**config.mk**
```make
export PLATFORM = sky130hd
export DESIGN_NAME = sram_ctrl
export DESIGN_NICKNAME = d
export VERILOG_FILES = /design/src/rtl/sram_ctrl_pkg.sv /design/src/rtl/sram_pwrup.sv /design/src/rtl/sram_fsm.sv /design/src/rtl/sram_pins.sv /design/src/rtl/sram_ctrl.sv
export SDC_FILE = /design/constraint.sdc
export NUM_CORES = 1
export LEC_CHECK = 0
export BUFFER_PORTS_ARGS = -buffer_cell sky130_fd_sc_hd__buf_2
export CAP_MARGIN = 20
export CORE_ASPECT_RATIO = 0.8
export CORE_MARGIN = 3
export CORE_UTILIZATION = 30
export DETAILED_ROUTE_END_ITERATION = 10
export SETUP_SLACK_MARGIN = 0.2
export SLEW_MARGIN = 20
export SYNTH_ARGS = -nofsm -noshare
export SYNTH_HDL_FRONTEND = slang
export SYNTH_SLANG_ARGS = --single-unit
export TNS_END_PERCENT = 20
```
**constraint.sdc**
```tcl
create_clock -name clk -period 2.2 [get_ports clk]
set_input_delay 0.22 -clock clk [delete_from_list [all_inputs] [get_ports clk]]
set_output_delay 0.22 -clock clk [all_outputs]
set_load 0.02 [all_outputs]
```
**src/rtl/sram_ctrl_pkg.sv**
```systemverilog
package sram_ctrl_pkg;

  localparam int DATA_W = 16;

  typedef enum logic [2:0] {
    ST_PWR  = 3'd0,
    ST_IDLE = 3'd1,
    ST_WLOW = 3'd2,
    ST_WEND = 3'd3,
    ST_RACC = 3'd4,
    ST_RGAP = 3'd5
  } sram_st_e;

  // cycles needed to cover t_ps at a clock of clk_ps, rounded up
  function automatic int cyc_of(input int t_ps, input int clk_ps);
    if (t_ps <= 0) return 0;
    return (t_ps + clk_ps - 1) / clk_ps;
  endfunction

  function automatic int imax(input int a, input int b);
    return (a > b) ? a : b;
  endfunction

endpackage

```
**src/rtl/sram_pwrup.sv**
```systemverilog
module sram_pwrup #(
  parameter int CYCLES = 20000
) (
  input  logic clk,
  input  logic rst,
  output logic done
);
  localparam int LIM = (CYCLES > 0) ? CYCLES - 1 : 0;
  localparam int PW  = $clog2(LIM + 2);

  logic [PW-1:0] cnt_q;
  logic          done_q;

  always_ff @(posedge clk) begin
    if (rst) begin
      cnt_q  <= '0;
      done_q <= 1'b0;
    end else if (!done_q) begin
      if (cnt_q == PW'(LIM)) done_q <= 1'b1;
      else                   cnt_q  <= cnt_q + 1'b1;
    end
  end

  assign done = done_q;

  assert_done_sticky_R1: assert property (@(posedge clk) disable iff (rst)
    done_q |=> done_q);

endmodule

```
**src/rtl/sram_fsm.sv**
```systemverilog
module sram_fsm
  import sram_ctrl_pkg::*;
#(
  parameter int WLOW = 3,
  parameter int RACC = 2,
  parameter int RGAP = 1,
  parameter int WHZ  = 1
) (
  input  logic     clk,
  input  logic     rst,
  input  logic     pwr_done,
  input  logic     req_valid,
  input  logic     req_write,
  output sram_st_e st_q,
  output sram_st_e st_n,
  output logic     accept,
  output logic     drive_n,
  output logic     capture
);
  localparam int MAXC = imax(imax(WLOW, RACC), RGAP);
  localparam int CW   = $clog2(MAXC + 1);
  localparam int DRIVE_FROM = WLOW - 1 - WHZ;

  sram_st_e      st_r, st_c;
  logic [CW-1:0] cnt_q, cnt_c;
  logic          acc_c;

  always_comb begin
    st_c  = st_r;
    cnt_c = (cnt_q != '0) ? cnt_q - 1'b1 : '0;
    acc_c = 1'b0;
    case (st_r)
      ST_PWR:  if (pwr_done) st_c = ST_IDLE;
      ST_IDLE: if (req_valid) begin
        acc_c = 1'b1;
        if (req_write) begin
          st_c  = ST_WLOW;
          cnt_c = CW'(WLOW - 1);
        end else begin
          st_c  = ST_RACC;
          cnt_c = CW'(RACC - 1);
        end
      end
      ST_WLOW: if (cnt_q == '0) st_c = ST_WEND;
      ST_WEND: st_c = ST_IDLE;
      ST_RACC: if (cnt_q == '0) begin
        st_c  = ST_RGAP;
        cnt_c = CW'(RGAP - 1);
      end
      ST_RGAP: if (cnt_q == '0) st_c = ST_IDLE;
      default: st_c = ST_IDLE;
    endcase
  end

  always_ff @(posedge clk) begin
    if (rst) begin
      st_r  <= ST_PWR;
      cnt_q <= '0;
    end else begin
      st_r  <= st_c;
      cnt_q <= cnt_c;
    end
  end

  assign st_q    = st_r;
  assign st_n    = st_c;
  assign accept  = acc_c;
  assign capture = (st_r == ST_RACC) && (cnt_q == '0);
  assign drive_n = ((st_c == ST_WLOW) && (cnt_c <= CW'(DRIVE_FROM))) ||
                   (st_c == ST_WEND);

  assert_pwr_gate_R1: assert property (@(posedge clk) disable iff (rst)
    !pwr_done |=> (st_r == ST_PWR));
  assert_write_exit_R3: assert property (@(posedge clk) disable iff (rst)
    (st_r == ST_WLOW) |=> (st_r == ST_WLOW || st_r == ST_WEND));
  assert_read_exit_R7: assert property (@(posedge clk) disable iff (rst)
    (st_r == ST_RACC) |=> (st_r == ST_RACC || st_r == ST_RGAP));

endmodule

```
**src/rtl/sram_pins.sv**
```systemverilog
module sram_pins
  import sram_ctrl_pkg::*;
#(
  parameter int ADDR_W = 18
) (
  input  logic              clk,
  input  logic              rst,
  input  sram_st_e          st_n,
  input  logic              accept,
  input  logic              drive_n,
  input  logic              capture,
  input  logic              req_write,
  input  logic [ADDR_W-1:0] req_addr,
  input  logic [DATA_W-1:0] req_wdata,
  input  logic [1:0]        req_mask,
  input  logic [DATA_W-1:0] mem_dq_i,
  output logic              ready,
  output logic              rd_valid,
  output logic [DATA_W-1:0] rd_data,
  output logic [ADDR_W-1:0] mem_addr,
  output logic              mem_ce_n,
  output logic              mem_oe_n,
  output logic              mem_we_n,
  output logic              mem_ub_n,
  output logic              mem_lb_n,
  output logic [DATA_W-1:0] mem_dq_o,
  output logic              mem_dq_oe
);
  logic [1:0] lanes_q, lanes_c;
  logic       active_c;

  assign lanes_c  = accept ? (req_write ? req_mask : 2'b11) : lanes_q;
  assign active_c = (st_n == ST_WLOW) || (st_n == ST_WEND) || (st_n == ST_RACC);

  always_ff @(posedge clk) begin
    if (rst) begin
      lanes_q   <= 2'b00;
      mem_addr  <= '0;
      mem_dq_o  <= '0;
      mem_ce_n  <= 1'b1;
      mem_oe_n  <= 1'b1;
      mem_we_n  <= 1'b1;
      mem_ub_n  <= 1'b1;
      mem_lb_n  <= 1'b1;
      mem_dq_oe <= 1'b0;
      ready     <= 1'b0;
      rd_valid  <= 1'b0;
      rd_data   <= '0;
    end else begin
      lanes_q <= lanes_c;
      if (accept) begin
        mem_addr <= req_addr;
        mem_dq_o <= req_wdata;
      end
      mem_ce_n  <= !active_c;
      mem_we_n  <= !(st_n == ST_WLOW);
      mem_oe_n  <= !(st_n == ST_RACC);
      mem_ub_n  <= !(active_c && lanes_c[1]);
      mem_lb_n  <= !(active_c && lanes_c[0]);
      mem_dq_oe <= drive_n;
      ready     <= (st_n == ST_IDLE);
      rd_valid  <= capture;
      if (capture) rd_data <= mem_dq_i;
    end
  end

  assert_we_under_ce_R3: assert property (@(posedge clk) disable iff (rst)
    !mem_we_n |-> !mem_ce_n);
  assert_we_ends_first_R3: assert property (@(posedge clk) disable iff (rst)
    $rose(mem_we_n) |-> (!mem_ce_n && mem_oe_n));
  assert_no_drive_at_we_fall_R5: assert property (@(posedge clk) disable iff (rst)
    $fell(mem_we_n) |-> !mem_dq_oe);
  assert_drive_at_we_rise_R5: assert property (@(posedge clk) disable iff (rst)
    $rose(mem_we_n) |-> mem_dq_oe);
  assert_no_drive_oe_R8: assert property (@(posedge clk) disable iff (rst)
    !mem_oe_n |-> !mem_dq_oe);
  assert_gap_after_oe_R8: assert property (@(posedge clk) disable iff (rst)
    $rose(mem_oe_n) |-> !mem_dq_oe);
  assert_addr_hold_R9: assert property (@(posedge clk) disable iff (rst)
    (!mem_ce_n && !$past(mem_ce_n)) |-> $stable(mem_addr));
  assert_read_lanes_R6: assert property (@(posedge clk) disable iff (rst)
    !mem_oe_n |-> (!mem_ub_n && !mem_lb_n));
  assert_ready_quiet_R2: assert property (@(posedge clk) disable iff (rst)
    ready |-> (mem_ce_n && !mem_dq_oe));
  assert_rd_pulse_R7: assert property (@(posedge clk) disable iff (rst)
    rd_valid |=> !rd_valid);

endmodule

```
**src/rtl/sram_ctrl.sv**
```systemverilog
module sram_ctrl
  import sram_ctrl_pkg::*;
#(
  parameter int ADDR_W      = 18,
  parameter int CLK_PS      = 5000,
  parameter int T_PWE_PS    = 7000,
  parameter int T_SD_PS     = 6000,
  parameter int T_AW_PS     = 7000,
  parameter int T_WC_PS     = 10000,
  parameter int T_AA_PS     = 10000,
  parameter int T_DOE_PS    = 5000,
  parameter int T_RC_PS     = 10000,
  parameter int T_HZOE_PS   = 5000,
  parameter int T_HZWE_PS   = 5000,
  parameter int T_PWRUP_PS  = 100000000
) (
  input  logic              clk,
  input  logic              rst,
  input  logic              req_valid,
  input  logic              req_write,
  input  logic [ADDR_W-1:0] req_addr,
  input  logic [15:0]       req_wdata,
  input  logic [1:0]        req_mask,
  output logic              ready,
  output logic              rd_valid,
  output logic [15:0]       rd_data,
  output logic [ADDR_W-1:0] mem_addr,
  output logic              mem_ce_n,
  output logic              mem_oe_n,
  output logic              mem_we_n,
  output logic              mem_ub_n,
  output logic              mem_lb_n,
  output logic [15:0]       mem_dq_o,
  input  logic [15:0]       mem_dq_i,
  output logic              mem_dq_oe
);
  localparam int PWE_C  = cyc_of(T_PWE_PS,  CLK_PS);
  localparam int SD_C   = cyc_of(T_SD_PS,   CLK_PS);
  localparam int AW_C   = cyc_of(T_AW_PS,   CLK_PS);
  localparam int WC_C   = cyc_of(T_WC_PS,   CLK_PS);
  localparam int AA_C   = cyc_of(T_AA_PS,   CLK_PS);
  localparam int DOE_C  = cyc_of(T_DOE_PS,  CLK_PS);
  localparam int RC_C   = cyc_of(T_RC_PS,   CLK_PS);
  localparam int HZOE_C = cyc_of(T_HZOE_PS, CLK_PS);
  localparam int HZWE_C = cyc_of(T_HZWE_PS, CLK_PS);
  localparam int PWR_C  = cyc_of(T_PWRUP_PS, CLK_PS);

  // write-enable low time: pulse, address-to-end, turnaround+setup, cycle
  localparam int WLOW_C = imax(imax(PWE_C, AW_C),
                               imax(HZWE_C + imax(SD_C, 1), WC_C - 1));
  // read window: address access, output-enable access, cycle less gap
  localparam int RGAP_C = imax(HZOE_C, 1);
  localparam int RACC_C = imax(imax(AA_C, DOE_C), imax(RC_C - RGAP_C, 1));

  logic     pwr_done;
  sram_st_e st_q, st_n;
  logic     accept, drive_n, capture;

  sram_pwrup #(.CYCLES(PWR_C)) u_pwr (
    .clk  (clk),
    .rst  (rst),
    .done (pwr_done)
  );

  sram_fsm #(
    .WLOW (WLOW_C),
    .RACC (RACC_C),
    .RGAP (RGAP_C),
    .WHZ  (HZWE_C)
  ) u_fsm (
    .clk       (clk),
    .rst       (rst),
    .pwr_done  (pwr_done),
    .req_valid (req_valid),
    .req_write (req_write),
    .st_q      (st_q),
    .st_n      (st_n),
    .accept    (accept),
    .drive_n   (drive_n),
    .capture   (capture)
  );

  sram_pins #(.ADDR_W(ADDR_W)) u_pins (
    .clk       (clk),
    .rst       (rst),
    .st_n      (st_n),
    .accept    (accept),
    .drive_n   (drive_n),
    .capture   (capture),
    .req_write (req_write),
    .req_addr  (req_addr),
    .req_wdata (req_wdata),
    .req_mask  (req_mask),
    .mem_dq_i  (mem_dq_i),
    .ready     (ready),
    .rd_valid  (rd_valid),
    .rd_data   (rd_data),
    .mem_addr  (mem_addr),
    .mem_ce_n  (mem_ce_n),
    .mem_oe_n  (mem_oe_n),
    .mem_we_n  (mem_we_n),
    .mem_ub_n  (mem_ub_n),
    .mem_lb_n  (mem_lb_n),
    .mem_dq_o  (mem_dq_o),
    .mem_dq_oe (mem_dq_oe)
  );

  assert_pwr_no_ready_R1: assert property (@(posedge clk) disable iff (rst)
    !pwr_done |-> (!ready && mem_ce_n));
  assert_take_only_idle_R2: assert property (@(posedge clk) disable iff (rst)
    accept |-> ready);
  assert_idle_state_R2: assert property (@(posedge clk) disable iff (rst)
    (st_q == ST_IDLE) |-> mem_ce_n);

endmodule

```
==> results.sh, run 1 <==
export IMPL_crit_family="simple AND/OR/NAND/NOR gates"
export IMPL_hold_path_startpoint="mem_dq_i[14]"
export IMPL_setup_violations_final=0
export IMPL_grt_usage=0.134
export IMPL_rr_startpoint="u_pwr.cnt_q[7]"
export IMPL_place_ws_ps=389
export IMPL_synth_edff_count=0
export IMPL_ios=114
export IMPL_drt_iter0_markers=173
export IMPL_synth_top_cell_area_share=0.536
export IMPL_grt_pass1_vias=2543
export IMPL_cts_num_sinks=81
export IMPL_h_tree_depth=3
export IMPL_cp_start_kind="register"
export IMPL_cts_buffer_depth=2
export IMPL_dpl_hpwl_mm=5.35
export IMPL_startpoint="u_pwr.cnt_q[7]"
export IMPL_path_clk_slew_ps=60
export IMPL_finalNonFillerCells=608
export IMPL_cts_root_buf="clkbuf_16"
export IMPL_synth_top_area_cell="dfxtp_1"
export IMPL_fin_crit_sh=0.832
export IMPL_drive_gt1_frac=0.299
export IMPL_synth_nets=417
export IMPL_cts_tree="built"
export IMPL_num_rows=32
export IMPL_first_pass_iters=4
export IMPL_postSynthCellCount=360
export IMPL_path_max_fanout=8
export IMPL_regArea_sq_um=1620
export IMPL_vdd_ir_drop_max_mv=0.597
export IMPL_grt_max_degree=39
export IMPL_crit_chain="or4b_4 > o41a_4 > mux2i_1 > nor2_1"
export IMPL_cts_setup_buffers=0
export IMPL_required_ps=2420
export IMPL_post_route_min_period_ps=1830
export IMPL_status="finished, final reports clean"
export IMPL_diodes=0
export IMPL_post_drt_via_cell_ratio=4.57
export IMPL_ys_flop_type="dfxtp_1"
export IMPL_powerDensity_nw_per_um2=804
export IMPL_rsz0062_at_grt="false"
export IMPL_antenna_found_initial=0
export IMPL_avgSynthCellArea_sq_um=8.41
export IMPL_whs_ps=123
export IMPL_overflow=0
export IMPL_synth_warnings=0
export IMPL_p_leak_nw=1.67
export IMPL_crit_type="register to register"
export IMPL_cap_violations=0
export IMPL_die_w_um=118
export IMPL_finalSetupTns_ps=0
export IMPL_place_congestion=0.737
export IMPL_final_cell_area_sq_um=4070
export IMPL_yosysSeqAreaShare=0.536
export IMPL_worst_pin_slew_ps=619
export IMPL_fin_skew_ps=5.10
export IMPL_final_nets=524
export IMPL_area_delta_synth_final_pct=34.4
export IMPL_fillers=1003
export IMPL_synth_seq_cells=81
export IMPL_vias=2776
export IMPL_cp_slowest_cell="or4b_4"
export IMPL_drcViolationCount=0
export IMPL_cts_buffers=9
export IMPL_drtAntennaViolNets=0
export IMPL_clk_latency_ps=330
export IMPL_cp_slowest_stage_delay_ps=600
export IMPL_hold_violations=0
export IMPL_core_area_sq_um=9730
export IMPL_io_buffers=113
export IMPL_synth_cell_types=46
export IMPL_synth_common_cells="nand2_1, dfxtp_1, a21oi_1, nor2_1, clkbuf_1"
export IMPL_multi_input_area_sq_um=1310
export IMPL_die_area_sq_um=11300
export IMPL_synth_top_cells_by_area="dfxtp_1, nand2_1, a21oi_1"
export IMPL_cp_end_kind="register"
export IMPL_synth_most_common_cell="nand2_1"
export IMPL_place_area_sq_um=3720
export IMPL_dieHeight_um=95.8
export IMPL_path_buf_inv=0
export IMPL_grt_pass1_wl_mm=12.1
export IMPL_routed_wl_mm=7.57
export IMPL_cts_hold_buf=0
export IMPL_finalMaxSlewViolations=0
export IMPL_worstHoldPathType="input pin to register"
export IMPL_async_flop_share=0
export IMPL_syn_area_sq_um=3030
export IMPL_cts_resized=0
export IMPL_dpl_cell_count=592
export IMPL_slew_limit_headroom=0.588
export IMPL_critPathArrivalTime_ps=2050
export IMPL_fin_ws_ps=370
export IMPL_clock_fmax_ghz=0.546
export IMPL_avgRoutedWirePerCell_um=12.4
export IMPL_initial_core_util=0.311
power by group:
group          switching (mW)  internal (mW)
Sequential            0.00443           1.47
Clock                   0.564           1.14
Combinational          0.0453         0.0470
Total                   0.614           2.66
through the flow:
step                       util  total power [mW]
after detailed placement  0.383              1.60
after global placement    0.383              1.60
after global routing      0.418              3.40
after floorplan               -              1.54
final                     0.418              3.27
after CTS                 0.418              3.33
registers in the layout, summed over array words and instances (netlist names), 2 cells and up:
signal	flops
u_fsm.st_q	3
u_pins.lanes_q	2
u_pins.rd_data	16
u_fsm.cnt_q	2
u_pins.mem_dq_o	16
u_pwr.cnt_q	15
u_pins.mem_addr	18
cells in the final DEF, fill, tap and decap left out, drive strengths merged, types with 4 or more instances in the layout:
cell,count
a21oi,59
nand4,6
nand3,6
dfxtp,81
nand2b,4
o21ai,5
buf,119
nor2,20
xor2,8
nand2,109
clkbuf,11
path summary, 6_finish.rpt:
| check | to | slack, ps | cells after the start |
|---|---|---|---|
| worst max-delay path | u_pwr.cnt_q[1] | 370 | 4 |
| worst min register to register | u_pins.mem_dq_o[1] | 450 | 2 |
| worst max register to register | u_pwr.cnt_q[1] | 370 | 4 |
| worst min-delay path | u_pins.rd_data[14] | 120 | 3 |
logic make-up (layout without fill, tap and decap cells):
kind of cell / after synthesis / in the layout / synth area share
AO/OA/AOI/OAI: 72 / 72 / 0.134
XOR/XNOR: 9 / 9 / 0.0260
adder cells (fa/ha/maj): 1 / 1 / 0.00413
buffers and inverters: 25 / 137 / 0.0368
multiplexers: 1 / 1 / 0.00331
flip-flops: 81 / 81 / 0.536
AND/OR/NAND/NOR: 171 / 171 / 0.260
worst register-to-register path: cells and delay by family, from the launching register on:
kind | cells | cell delay, ps
compound gates | 1 | 520
mux | 1 | 170
flops | 1 | 380
simple gates | 2 | 650
per-layer routing:
layer / global-route usage / vias up / part of all wire
met4: 0.0351 / 0 / 0.0059
li1: - / 1417 / -
met3: 0.0711 / 5 / 0.094
met2: 0.197 / 105 / 0.42
met1: 0.171 / 1249 / 0.48
met5: 0 / - / 0
final cells by class:
cell class                      instances  area share
Clock buffer                           11      0.0597
Timing Repair Buffer                  119       0.150
Multi-Input combinational cell        254       0.323
Tap cell                              136      0.0418
Sequential cell                        81       0.399
Clock inverter                          5      0.0252
Inverter                                2     0.00185
Note: power is estimated with default switching activity, not from simulation.
==> inputs of run 2 (changes only) <==
==> constraint.sdc (replaced) <==
create_clock -name clk -period 1.7 [get_ports clk]
set_input_delay 0.17 -clock clk [delete_from_list [all_inputs] [get_ports clk]]
set_output_delay 0.17 -clock clk [all_outputs]
set_load 0.02 [all_outputs]
==> run 2 against run 1 <==
Net effect:
- design area is 2.2% higher
- global-route usage hardly changed
- routed wire length is 0.52% higher
- largest power group is now registers
- total power is 15% higher
- fmax is 8.1% higher
- first-iteration DRC count is 38% lower
- largest cell class unchanged
- non-clock buffer count is 14 higher
- clock power is 2% higher
==> results.sh, run 2 (same netlist as run 1, synthesis figures left out) <==
export IMPL_grt_pass1_wl_mm=12.4
export IMPL_dieHeight_um=95.8
export IMPL_layout_commonest_cell="buf_2"
export IMPL_cap_violations=0
export IMPL_ios=114
export IMPL_die_w_um=118
export IMPL_post_drt_via_cell_ratio=4.54
export IMPL_hold_violations=0
export IMPL_largest_reg_flops=18
export IMPL_clk_latency_ps=330
export IMPL_io_buffers=113
export IMPL_path_clk_slew_ps=60
export IMPL_core_area_sq_um=9730
export IMPL_status="finished, final reports clean"
export IMPL_crit_family="simple AND/OR/NAND/NOR gates"
export IMPL_mostFrequentLayoutCells="buf_2, nand2_1, dfxtp_1, a21oi_1, nor2_1"
export IMPL_largestRegisters="u_pins.mem_addr x18, u_pins.mem_dq_o x16, u_pins.rd_data x16"
export IMPL_drcViolationCount=0
export IMPL_hold_path_startpoint="req_wdata[3]"
export IMPL_slew_limit_headroom=0.735
export IMPL_cts_buffer_depth=2
export IMPL_place_ws_ps=-0.415
export IMPL_required_ps=1910
export IMPL_crit_type="register to register"
export IMPL_finalMaxSlewViolations=0
export IMPL_critPathArrivalTime_ps=1900
export IMPL_avgRoutedWirePerCell_um=12.2
export IMPL_h_tree_depth=3
export IMPL_path_max_fanout=5
export IMPL_cts_tree="built"
export IMPL_fin_skew_ps=7.01
export IMPL_worst_pin_slew_ps=393
export IMPL_die_area_sq_um=11300
export IMPL_initial_core_util=0.311
export IMPL_grt_pass1_vias=2618
export IMPL_use_met3=0.0670
export IMPL_rr_startpoint="u_pwr.cnt_q[12]"
export IMPL_cp_slowest_stage_delay_ps=560
export IMPL_final_nets=538
export IMPL_overflow=0
export IMPL_powerDensity_nw_per_um2=908
export IMPL_cts_root_buf="clkbuf_16"
export IMPL_cp_end_kind="register"
export IMPL_cts_num_sinks=81
export IMPL_drtAntennaViolNets=0
export IMPL_fillers=989
export IMPL_dpl_hpwl_mm=5.50
export IMPL_cts_buffers=9
export IMPL_num_rows=32
export IMPL_vias=2824
export IMPL_finalNonFillerCells=622
export IMPL_grt_usage=0.134
export IMPL_met1_usage=0.168
export IMPL_top_register="u_pins.mem_addr"
export IMPL_grtUsageMet2=0.198
export IMPL_grt_busiest_layer="met2"
export IMPL_diodes=0
export IMPL_vdd_ir_drop_max_mv=0.611
export IMPL_place_congestion=0.832
export IMPL_crit_chain="or4b_4 > o41a_4 > mux2i_1 > nor2_1"
export IMPL_p_leak_nw=1.73
export IMPL_rsz0062_at_grt="true"
export IMPL_drive_gt1_frac=0.348
export IMPL_fin_crit_sh=0.996
export IMPL_routed_wl_mm=7.60
export IMPL_startpoint="u_pwr.cnt_q[12]"
export IMPL_clock_fmax_ghz=0.591
export IMPL_dpl_cell_count=603
export IMPL_setup_violations_final=0
export IMPL_fin_ws_ps=7.44
export IMPL_cp_start_kind="register"
export IMPL_first_pass_iters=4
export IMPL_drt_iter0_markers=107
export IMPL_post_route_min_period_ps=1690
export IMPL_antenna_found_initial=0
export IMPL_grt_max_degree=34
export IMPL_cp_slowest_cell="or4b_4"
export IMPL_area_delta_synth_final_pct=37.3
export IMPL_whs_ps=66.5
export IMPL_worstHoldPathType="input pin to register"
export IMPL_path_buf_inv=0
## run 2: cell types whose count changed in the layout (fill, tap and decap cells not counted), sizes merged
| cell | change |
|---|---|
| bufinv | -3 |
| clkinvlp | +1 |
| clkinv | +4 |
| clkbuf | -2 |
| buf | +14 |
## run 2: area by class of cell
class / count / area (sq um) / area share
Multi-Input combinational cell: 254 / 1360 / 0.326
Inverter: 2 / 7.51 / 0.00181
Sequential cell: 81 / 1630 / 0.392
Tap cell: 136 / 170 / 0.0409
Clock inverter: 7 / 47.5 / 0.0114
Clock buffer: 9 / 225 / 0.0542
Timing Repair Buffer: 133 / 719 / 0.173
## run 2: tightest hold or removal path: stages
cell and delay, ps:
buf_2 90, nand2_1 40, a21oi_1 50
## run 2: power by group
group          internal (mW)  switching [mW]  leakage, nW  total, mW
sequential              1.90         0.00581        0.657       1.91
combinational         0.0601          0.0571        0.938      0.117
clock                  0.984           0.761        0.131       1.74
total                   2.95           0.824         1.73       3.77
## run 2: timing repair
| item | CTS | global route |
|---|---|---|
| buffers inserted | 0 | 3 |
| pin swaps | 2 | 8 |
| endpoints found under the setup margin | 30 | 49 |
| resized for setup | 5 | 9 |
| hold buffers | 0 | 0 |
| hold endpoints to repair | 0 | 0 |
## run 2: worst paths after layout
path | depth (start not counted) | slack, ps | to
setup / recovery | 4 | 7 | u_pwr.cnt_q[1]
hold / removal | 3 | 70 | u_pins.mem_dq_o[3]
setup reg to reg | 4 | 7 | u_pwr.cnt_q[1]
hold reg to reg | 2 | 450 | u_pins.mem_dq_o[10]
## run 2: metal layers
layer,part of all wire,routed length (um)
met2,0.43,3270
met1,0.47,3560
met4,0.010,78
met3,0.091,694
met5,0,0
## run 2: stage by stage
step / cell area (sq um) / setup TNS [ps] / total power, mW / utilization
2_1_floorplan: 3040 / 0 / 1.99 / -
3_3_place_gp: 3820 / 0 / 2.07 / 0.392
3_5_place_dp: 3820 / -0.415 / 2.07 / 0.392
4_1_cts: 4110 / -0.238 / 3.83 / 0.422
5_1_grt: 4160 / -110 / 3.93 / 0.427
6_report: 4160 / 0 / 3.77 / 0.427
